--- src/rtl/loop_pkg.sv ---
package loop_pkg;
  typedef enum logic [2:0] {
    SUB_LIMIT  = 3'd0,
    SUB_INDEX  = 3'd1,
    SUB_STEP   = 3'd2,
    SUB_START  = 3'd3,
    SUB_BRANCH = 3'd4
  } sub_e;
  localparam int SEL_W = 3;
endpackage

--- src/rtl/loop_regs.sv ---
module loop_regs #(
  parameter int DATA_W = 32
) (
  input  logic              clk,
  input  logic              rst_n,
  input  logic              wr_en,
  input  logic [2:0]        wr_sel,
  input  logic [DATA_W-1:0] wr_data,
  input  logic [DATA_W-1:0] cap_pc,
  input  logic              adv,
  input  logic [DATA_W-1:0] adv_idx,
  output logic [DATA_W-1:0] lim_q,
  output logic [DATA_W-1:0] idx_q,
  output logic [DATA_W-1:0] step_q,
  output logic [DATA_W-1:0] start_q
);
  import loop_pkg::*;

  logic wr_lim, wr_idx, wr_step, wr_start;
  assign wr_lim   = wr_en && (wr_sel == SUB_LIMIT);
  assign wr_idx   = wr_en && (wr_sel == SUB_INDEX);
  assign wr_step  = wr_en && (wr_sel == SUB_STEP);
  assign wr_start = wr_en && (wr_sel == SUB_START);

  always_ff @(posedge clk or negedge rst_n) begin
    if (!rst_n) begin
      lim_q   <= '0;
      idx_q   <= '0;
      step_q  <= '0;
      start_q <= '0;
    end else begin
      if (wr_lim)  lim_q  <= wr_data;
      if (wr_step) step_q <= wr_data;
      // an index write wins over a branch advance
      if (wr_idx)   idx_q <= wr_data;
      else if (adv) idx_q <= adv_idx;
      if (wr_idx)        start_q <= cap_pc;
      else if (wr_start) start_q <= wr_data;
    end
  end
endmodule

--- src/rtl/loop_step.sv ---
module loop_step #(
  parameter int DATA_W = 32
) (
  input  logic [DATA_W-1:0] idx,
  input  logic [DATA_W-1:0] step,
  input  logic [DATA_W-1:0] lim,
  input  logic [DATA_W-1:0] start,
  output logic [DATA_W-1:0] nxt_idx,
  output logic              more,
  output logic [DATA_W-1:0] target
);
  function automatic logic [DATA_W-1:0] add_step(
    input logic [DATA_W-1:0] a, input logic [DATA_W-1:0] b);
    return a + b;
  endfunction

  function automatic logic below(
    input logic [DATA_W-1:0] a, input logic [DATA_W-1:0] b);
    return a < b;
  endfunction

  assign nxt_idx = add_step(idx, step);
  assign more    = below(nxt_idx, lim);
  assign target  = more ? start : '0;
endmodule

--- src/rtl/loop_rdmux.sv ---
module loop_rdmux #(
  parameter int DATA_W = 32
) (
  input  logic              re,
  input  logic [2:0]        sel,
  input  logic [DATA_W-1:0] lim,
  input  logic [DATA_W-1:0] idx,
  input  logic [DATA_W-1:0] step,
  input  logic [DATA_W-1:0] start,
  input  logic [DATA_W-1:0] target,
  output logic [DATA_W-1:0] q
);
  import loop_pkg::*;

  always_comb begin
    q = '0;
    if (re) begin
      case (sel)
        SUB_LIMIT:  q = lim;
        SUB_INDEX:  q = idx;
        SUB_STEP:   q = step;
        SUB_START:  q = start;
        SUB_BRANCH: q = target;
        default:    q = '0;
      endcase
    end
  end
endmodule

--- src/rtl/loop_unit.sv ---
module loop_unit #(
  parameter int DATA_W = 32
) (
  input  logic              clk,
  input  logic              rst_n,
  input  logic              dst_we,
  input  logic [2:0]        dst_sel,
  input  logic [DATA_W-1:0] wdata,
  input  logic [DATA_W-1:0] cur_pc,
  input  logic              src_re,
  input  logic [2:0]        src_sel,
  output logic [DATA_W-1:0] rdata,
  output logic              stall
);
  import loop_pkg::*;

  logic [DATA_W-1:0] lim_q, idx_q, step_q, start_q;
  logic [DATA_W-1:0] nxt_idx, target;
  logic              more;

  // named events for the checker
  logic br_rd, idx_wr;
  assign br_rd  = src_re && (src_sel == SUB_BRANCH);
  assign idx_wr = dst_we && (dst_sel == SUB_INDEX);

  loop_regs #(.DATA_W(DATA_W)) u_regs (
    .clk(clk), .rst_n(rst_n),
    .wr_en(dst_we), .wr_sel(dst_sel), .wr_data(wdata), .cap_pc(cur_pc),
    .adv(br_rd), .adv_idx(nxt_idx),
    .lim_q(lim_q), .idx_q(idx_q), .step_q(step_q), .start_q(start_q)
  );

  loop_step #(.DATA_W(DATA_W)) u_step (
    .idx(idx_q), .step(step_q), .lim(lim_q), .start(start_q),
    .nxt_idx(nxt_idx), .more(more), .target(target)
  );

  loop_rdmux #(.DATA_W(DATA_W)) u_mux (
    .re(src_re), .sel(src_sel),
    .lim(lim_q), .idx(idx_q), .step(step_q), .start(start_q),
    .target(target), .q(rdata)
  );

  assign stall = 1'b0;
endmodule

--- config.mk ---
export PLATFORM = sky130hd
export DESIGN_NAME = loop_unit
export DESIGN_NICKNAME = d
export VERILOG_FILES = /design/src/rtl/loop_pkg.sv /design/src/rtl/loop_regs.sv /design/src/rtl/loop_step.sv /design/src/rtl/loop_rdmux.sv /design/src/rtl/loop_unit.sv
export SDC_FILE = /design/constraint.sdc
export NUM_CORES = 1
export LEC_CHECK = 0
export BUFFER_PORTS_ARGS = -buffer_cell sky130_fd_sc_hd__clkbuf_2
export CAP_MARGIN = 20
export CORE_UTILIZATION = 41
export CTS_CLUSTER_DIAMETER = 50
export DETAILED_ROUTE_END_ITERATION = 8
export PLACE_DENSITY_LB_ADDON = 0.1
export SETUP_SLACK_MARGIN = 0.15
export SLEW_MARGIN = 20
export SYNTH_ARGS = -nofsm -noshare
export SYNTH_HDL_FRONTEND = slang
export SYNTH_SLANG_ARGS = --single-unit
--- constraint.sdc ---
create_clock -name clk -period 9.6 [get_ports clk]
set_clock_uncertainty 0.05 [all_clocks]
set_input_delay 0.96 -clock clk [delete_from_list [all_inputs] [get_ports clk]]
set_output_delay 0.96 -clock clk [all_outputs]
set_load 0.01 [all_outputs]
After elaboration in Yosys (flattened, before gate mapping)
Cells that the tools add are included.
{"block": "totals", "ff_bits": 128, "input_bits": 74, "output_inout_bits": 33, "elab_cells": 29}
{"block": "op_classes", "add_sub_neg": 1, "n_lt_le_gt_ge": 1, "muxes": 7, "n_reduce_logical": 9, "n_eq_ne": 7}
{"operator": "$mux W32", "n": 6}
{"operator": "$pmux W32 S5", "n": 1}
{"operator": "$add A32 B32 Y32", "n": 1}
{"operator": "$lt A32 B32 Y1", "n": 1}
{"operator": "$eq A3 B2 Y1 const B", "n": 4}
{"operator": "$eq A3 B1 Y1 const B", "n": 2}
{"operator": "$logic_not A3 Y1", "n": 2}
{"operator": "$logic_and A1 B1 Y1", "n": 5}
{"operator": "$reduce_bool A2 Y1", "n": 2}
{"operator": "$eq A3 B3 Y1 const B", "n": 1}

Logic depth before layout (Yosys ltp)
Gate-level depths: netlist (run 1).
{"block": "depth", "ltp_word": 5, "depth_mapped": 19, "depth_no_buf": 18}

By module
Synthesis (run 1) repeated with hierarchy kept, for this count alone.
{"block": "unflattened", "hier_cells": 977, "hier_area_um2": 10258.6}
{"module": "loop_regs", "seq_area_each_um2": 3203.1, "cells_each": 347, "n_inst": 1, "area_each_um2": 5604.1}
{"module": "loop_step", "seq_area_each_um2": 0.0, "cells_each": 363, "n_inst": 1, "area_each_um2": 2581.2}
{"module": "loop_rdmux", "seq_area_each_um2": 0.0, "cells_each": 264, "n_inst": 1, "area_each_um2": 2049.5}
{"module": "loop_unit", "seq_area_each_um2": 0.0, "cells_each": 3, "n_inst": 1, "area_each_um2": 23.8}

Worst setup path after synthesis (run 1)
OpenSTA, ideal clock, no wires.
{"block": "synth_path", "path_type": "register -> output", "startpoint": "register u_regs.idx_q[0]", "endpoint": "output port rdata[10]", "path_stages_with_launch": 19, "t_required_ns": 8.590, "path_buffers": 1, "arrival_time_ns": 4.083, "slack_ns": 4.507, "cell_sequence": "dfrtp_1 > ha_1 > fa_1 > nand3_1 > a21oi_2 > a2111o_1 > a31o_2 > a211oi_2 > o21ai_0 > xor2_1 > ha_1 > nand3_1 > nor2_1 > nand2_1 > nor4_1 > a21oi_1 > o311a_1 > clkbuf_1 > a22o_1"}
{"block": "synth_between", "elab_chain_cells": 5}
{"item": "start, declared", "line_no": "loop_regs.sv:13", "source": "output logic [DATA_W-1:0] idx_q,"}
{"item": "start signal, assigned", "line_no": "loop_regs.sv:35", "source": "if (wr_idx) idx_q <= wr_data;"}
{"item": "start signal, assigned", "line_no": "loop_regs.sv:36", "source": "else if (adv) idx_q <= adv_idx;"}
{"item": "$add A32 B32 Y32", "line_no": "loop_step.sv:14", "source": "return a + b;"}
{"item": "$lt A32 B32 Y1", "line_no": "loop_step.sv:19", "source": "return a < b;"}
{"item": "$mux W32", "line_no": "loop_step.sv:24", "source": "assign target = more ? start : '0;"}
{"item": "$pmux W32 S5", "line_no": "loop_rdmux.sv:18", "source": "case (sel)"}
{"item": "$mux W32", "line_no": "loop_rdmux.sv:17", "source": "if (re) begin"}
{"item": "end, declared", "line_no": "loop_unit.sv:12", "source": "output logic [DATA_W-1:0] rdata,"}
Every way passes these cells.

Worst setup path after layout (run 1)
{"block": "layout_path", "startpoint": "register u_regs.idx_q[0]", "endpoint": "output port rdata[2]"}
Same word-level chain as after synthesis.

==> results of run 1 <==
## worst min-delay path, delay by kind of cell (launching register included)
family | cells | cell delay (ns)
AO/OA/AOI/OAI | 1 | 0.06
flip-flops | 1 | 0.34
AND/OR/NAND/NOR | 1 | 0.05
## cell type report
| type | instances | share of cell area (%) |
|---|---|---|
| tap | 270 | 3.33 |
| clock buffer | 20 | 4.61 |
| inverter | 38 | 1.41 |
| sequential | 128 | 31.6 |
| timing repair buffer | 116 | 6.06 |
| multi-input combinational | 743 | 51.0 |
| clock inverter | 12 | 2.02 |
## Yosys cell counts, drive strengths merged (3+ instances only)
| cell type | number | share of area (%) |
|---|---|---|
| a211oi | 6 | 0.58 |
| a21o | 17 | 1.5 |
| a21oi | 64 | 4.0 |
| a22o | 32 | 3.2 |
| a31oi | 4 | 0.29 |
| and2 | 3 | 0.22 |
| and3 | 5 | 0.36 |
| buf | 17 | 0.88 |
| clkbuf | 37 | 1.6 |
| dfrtp | 128 | 37 |
| ha | 62 | 8.9 |
| inv | 38 | 1.6 |
| mux2 | 33 | 4.3 |
| mux2i | 91 | 10 |
| nand2 | 151 | 6.5 |
| nand3 | 12 | 0.69 |
| nand4 | 9 | 0.65 |
| nor2 | 25 | 1.1 |
| nor2b | 8 | 0.58 |
| nor3 | 12 | 0.69 |
| nor3b | 3 | 0.26 |
| o211ai | 7 | 0.60 |
| o21ai | 137 | 7.9 |
| o21bai | 5 | 0.43 |
| xnor2 | 22 | 2.2 |
| xor2 | 8 | 0.81 |
## worst paths after layout
path	from	end	slack, ns	cells after the start
min	u_regs.start_q[24]	u_regs.start_q[24]	0.43	2
min reg2reg	u_regs.start_q[24]	u_regs.start_q[24]	0.43	2
min in group asynchronous	rst_n	u_regs.step_q[14]	0.52	1
max in group asynchronous	rst_n	u_regs.step_q[30]	7.77	2
max reg2reg	u_regs.idx_q[0]	u_regs.idx_q[26]	6.38	11
max	u_regs.idx_q[0]	rdata[2]	3.10	20
## registers in the layout (all words and copies together), names as in the netlist
name and count:
u_regs.lim_q 32, u_regs.step_q 32, u_regs.start_q 32, u_regs.idx_q 32
## kinds of logic (layout without fill, tap and decap cells)
| kind of cell | count (synthesis) | in the layout | share of synthesized area [%] |
|---|---|---|---|
| multiplexers | 124 | 124 | 14.7 |
| AO/OA/AOI/OAI | 287 | 287 | 20.1 |
| XOR/XNOR | 30 | 30 | 3.02 |
| adder cells (fa/ha/maj) | 63 | 63 | 9.15 |
| flip-flops | 128 | 128 | 36.8 |
| buffers and inverters | 93 | 186 | 4.23 |
| other | 1 | 1 | 0.0431 |
| AND/OR/NAND/NOR | 238 | 238 | 11.9 |
## power by group
group	internal [mW]	switching, mW	total, mW
Combinational	0.676	0.906	1.58
Clock	0.483	0.255	0.738
Sequential	0.686	0.118	0.803
## placed cells by master, fill, tap and decap left out, drive strengths merged, types with 32 or more instances in the layout
| cell | count |
|---|---|
| inv | 39 |
| a21oi | 64 |
| clkbuf | 124 |
| mux2i | 91 |
| a22o | 32 |
| mux2 | 33 |
| dfrtp | 128 |
| nand2 | 151 |
| o21ai | 137 |
| ha | 62 |
## stage by stage
step                      cells  worst slack, ns  utilization (%)  hold WS, ns
after floorplan             964             4.51                -        0.400
after global placement     1295             3.65             46.2        0.416
after detailed placement   1295             3.55             46.2        0.421
after CTS                  1327             3.05             49.4        0.435
after global routing       1327             2.71             49.4        0.456
final                      1327             3.10             49.4        0.433
## routing by layer
metal	global-route usage, %	wire length, µm	vias up
met5	0	0	-
met2	38.4	11300	125
met1	30.2	11400	3536
met4	6.29	314	0
li1	-	-	3628
met3	3.67	692	23
==> run_results.csv, run 1 <==
group,metric,value,unit
status,status,"finished clean",
sta,max_freq,0.154,GHz
logic_synthesis,ys.flop_type,"dfrtp_1",
worst_setup_path,path_cells,"ha_1, fa_1, nand3_1, a21oi_2, a2111o_1, a31o_2, a211oi_2, o41ai_2, a21oi_2, xnor2_1, ha_1, a21oi_1, nand2_1, a21oi_1, nor2_1, o22ai_1, o311a_1, buf_4, a22o_1, clkbuf_2",
clock_network,clk_pin_slew,0.06,ns
logic_synthesis,netlist_instances,964,
global_route,grt_max_degree,75,
placement,dp_hpwl,16600,µm
floorplan,die_y,148,µm
pwr,powerDensity,308,nW/µm²
finish,design_area,10100,µm²
worst_setup_path,crit_arrival,5.49,ns
global_route,antenna_found_initial,0,
route,drt_iter0_drc,374,
worst_setup_path,crit_slowest_cell,"o311a_1",
logic_synthesis,seq_area_frac_synth,36.8,%
route,routed_wl,23700,µm
logic_synthesis,ys_ff_latch,128,
worst_setup_path,critical_path_buf_inv_count,2,
sta,final-setup-viol-count,0,
logic_synthesis,ys_types,57,
floorplan,dieArea,21800,µm²
worst_setup_path,crit_fanout,18,
sta,max_slew_margin,38.5,%
logic_synthesis,synth_area,8700,µm²
route,vias,7312,
logic_synthesis,synth_edf_count,0,
route,wl_per_cell,17.8,µm
pwr,p_leak,4.72,nW
sta,finalSetupTns,0,ns
sta,drv_slew,0,
clock_network,postCtsSetupRepairBufs,0,
sta,tightest_slew,0.922,ns
sta,rsz0062_at_grt,"false",
sta,timing_hold_violations_final,0,
route,viasPerCell,5.51,
route,drtPass1Iterations,5,
clock_network,cts_resized,0,
sta,timing.final.crit_period,6.50,ns
global_route,grt_pass1_vias,7466,
clock_network,clkSinkCount,128,
clock_network,cts_made_buffers,17,
min_path,hold_class,"reg -> reg",
floorplan,initial_core_util,42.5,%
clock_network,holdBufCountCts,0,
finish,regArea,3200,µm²
pwr,peakVddDrop,0.137,mV
worst_setup_path,endpoint_kind,"primary output",
worst_setup_path,critPathKind,"reg -> out",
pwr,power.total,3.12,mW
placement,port_buffers,105,
route,route.detailed.drc,0,
floorplan,die_w,148,µm
logic_synthesis,synth_nets,1101,
finish,antenna_cells,0,
sta,period_share,67.7,%
global_route,track_usage,22.8,%
global_route,grt_pass1_wl,38800,µm
logic_synthesis,yosys_warnings,0,
clock_network,cts_tree,"built",
clock_network,root_buffer,"clkbuf_16",
finish,drive_above_1_share,18.7,%
finish,area_growth,16.5,%
worst_setup_path,cpLargestDelayFamily,"compound AO/OA/AOI/OAI gates",
floorplan,num_rows,52,
finish,fin_nets,1181,
finish,multi_input_area,5160,µm²
run,cap_violations,0,
clock_network,clk_path_buf_depth,2,
placement,placed_cell_area,9460,µm²
finish,nFillCells,2002,
logic_synthesis,async_reset_ff_share,100,%
route,drt.antenna.violating_nets,0,
global_route,grt-ovfl-total,0,
floorplan,core,20500,µm²
worst_setup_path,max_stage_delay,0.67,ns
worst_setup_path,cp-start-kind,"flop",
floorplan,ios,107,
worst_setup_path,crit_required,8.59,ns
clock_network,insertion_delay,0.43,ns
clock_network,cts-htree-levels,4,
logic_synthesis,syn_avg_cell_area,9.03,µm²
placement,gp_congestion,0.939,
No activity file was read; power rests on OpenSTA's default activity.
==> run 2: changes to the inputs <==
==> constraint.sdc (replaced) <==
create_clock -name clk -period 6.2 [get_ports clk]
set_clock_uncertainty 0.05 [all_clocks]
set_input_delay 0.62 -clock clk [delete_from_list [all_inputs] [get_ports clk]]
set_output_delay 0.62 -clock clk [all_outputs]
set_load 0.01 [all_outputs]
==> run 2 against run 1 <==
Against the previous run:
- combinational power grew 57%
- cell count hardly changed
- worst setup slack worse by 2.6 ns
- via count down 1.3%
==> run_results.csv, run 2 (synthesized netlist as in run 1, its figures left out) <==
group,metric,value,unit
finish,multi_input_area,5180,µm²
sta,timing_hold_violations_final,0,
route,viasPerCell,5.44,
route,routed_wl,23400,µm
route,route.detailed.drc,0,
min_path,hold_class,"in -> async",
worst_setup_path,r2r_start,"u_regs.step_q[0]",
finish,antenna_cells,0,
clock_network,root_buffer,"clkbuf_16",
worst_setup_path,crit_cells,19,
status,status,"finished clean",
sta,hold_slack,0.108,ns
worst_setup_path,crit_slowest_cell,"a2111o_1",
pwr,p_leak,4.68,nW
route,drt.antenna.violating_nets,0,
worst_setup_path,rr_endpoint,"u_regs.idx_q[30]",
floorplan,num_rows,52,
sta,tightest_slew,0.957,ns
route,drtPass1Iterations,5,
worst_setup_path,crit_required,5.53,ns
clock_network,clk_pin_slew,0.06,ns
clock_network,cts_made_buffers,17,
route,vias,7219,
worst_setup_path,ff2ff_path_depth,11,
worst_setup_path,critical_path_buf_inv_count,2,
pwr,powerDensity,466,nW/µm²
finish,final_cell_mix,"nand2_1 (151), o21ai_0 (133), dfrtp_1 (128)",
placement,dp_hpwl,16800,µm
worst_setup_path,endpoint_kind,"primary output",
sta,max_freq,0.175,GHz
finish,nFillCells,2037,
global_route,grt_pass1_wl,38500,µm
sta,max_slew_margin,35.9,%
global_route,grt-ovfl-total,0,
worst_setup_path,ff2ff_setup_slack,3.09,ns
clock_network,holdBufCountCts,0,
finish,regArea,3200,µm²
placement,pre_cts_ws,0.797,ns
global_route,antenna_found_initial,0,
floorplan,dieArea,21800,µm²
worst_setup_path,crit_arrival,5.05,ns
clock_network,cts_tree,"built",
clock_network,cts-htree-levels,4,
global_route,grt_pass1_vias,7240,
clock_network,clk_path_buf_depth,2,
pwr,peakVddDrop,0.237,mV
placement,port_buffers,105,
finish,layout_commonest_cell,"nand2_1",
sta,setup_ws,0.484,ns
worst_setup_path,cpLargestDelayFamily,"compound AO/OA/AOI/OAI gates",
sta,final-setup-viol-count,0,
sta,timing.final.crit_period,5.72,ns
floorplan,die_y,148,µm
floorplan,initial_core_util,42.5,%
worst_setup_path,crit_fanout,24,
sta,drv_slew,0,
route,drt_iter0_drc,419,
floorplan,die_w,148,µm
global_route,grt_max_degree,70,
clock_network,insertion_delay,0.42,ns
worst_setup_path,max_stage_delay,0.47,ns
finish,drive_above_1_share,18.9,%
worst_setup_path,cp-start-kind,"flop",
worst_setup_path,path_cells,"ha_1, fa_1, nand3_1, a21oi_2, a2111o_1, a31o_2, a211oi_4, o21ai_0, xor2_1, ha_1, nand3_1, nor2_1, nand2_1, nor4_1, a21oi_1, o311a_4, buf_12, a22o_1, clkbuf_2",
sta,period_share,92.2,%
finish,fin_nets,1182,
finish,fin_cells,1328,
finish,area_growth,15.8,%
placement,dp_cells,1296,
sta,finalSetupTns,0,ns
worst_setup_path,critPathKind,"reg -> out",
clock_network,clkSinkCount,128,
floorplan,ios,107,
sta,rsz0062_at_grt,"false",
pwr,power.total,4.69,mW
run,cap_violations,0,
route,wl_per_cell,17.6,µm
placement,gp_congestion,0.893,
floorplan,core,20500,µm²
global_route,track_usage,22.7,%
[run 2: changes by cell type in the layout (fill, tap and decap cells not counted)]
cell        before  now
clkinv_4         3    1
a211oi_2         1    0
o311a_4          0    1
inv_6            1    2
bufinv_16        5    1
a211oi_4         0    1
clkinv_2         1    3
buf_12           0    1
o311a_1          1    0
clkinvlp_4       2    5
[run 2: worst max path at each step]
stage                     startpoint         to  slack [ns]
global placement     u_regs.idx_q[0]  rdata[24]        0.87
CTS                 u_regs.step_q[0]  rdata[27]        0.31
floorplan            u_regs.idx_q[0]  rdata[10]        1.45
detailed placement   u_regs.idx_q[0]  rdata[24]        0.80
global route        u_regs.step_q[0]  rdata[15]        0.17
finish              u_regs.step_q[0]  rdata[20]        0.48
[run 2: repair_timing]
item                                    in CTS  in global routing
gates resized for setup                      0                  3
buffers inserted                             0                  0
endpoints found under the hold margin        0                  0
endpoints found under the setup margin       0                 24
[run 2: power by group]
| part | switching (mW) | total [mW] | leakage [nW] | internal [mW] |
|---|---|---|---|---|
| sequential | 0.179 | 1.24 | 1.56 | 1.06 |
| combinational | 1.42 | 2.48 | 2.85 | 1.06 |
| clock | 0.391 | 0.975 | 0.271 | 0.584 |
| total | 1.99 | 4.69 | 4.68 | 2.70 |
[run 2: routing by layer]
| metal | global-route usage, % | wire, µm | vias up |
|---|---|---|---|
| met3 | 4.01 | 761 | 18 |
| met4 | 4.85 | 229 | 0 |
| met1 | 31.2 | 11500 | 3449 |
| met5 | 0 | 0 | - |
| li1 | - | - | 3618 |
| met2 | 37.1 | 11000 | 134 |
[run 2: stage by stage]
stage	area, µm²	util, %
after floorplan	8700	-
after global placement	9480	46.3
after detailed placement	9480	46.3
after CTS	10100	49.1
after global routing	10100	49.2
final	10100	49.2
[run 2: area by class of cell]
cell class	instances	share of cell area, %
well taps	270	3.35
clock inverters	12	1.08
multi-input cells	743	51.4
flip-flops and latches	128	31.8
repair buffers	117	6.30
inverters	38	1.42
clock buffers	20	4.63
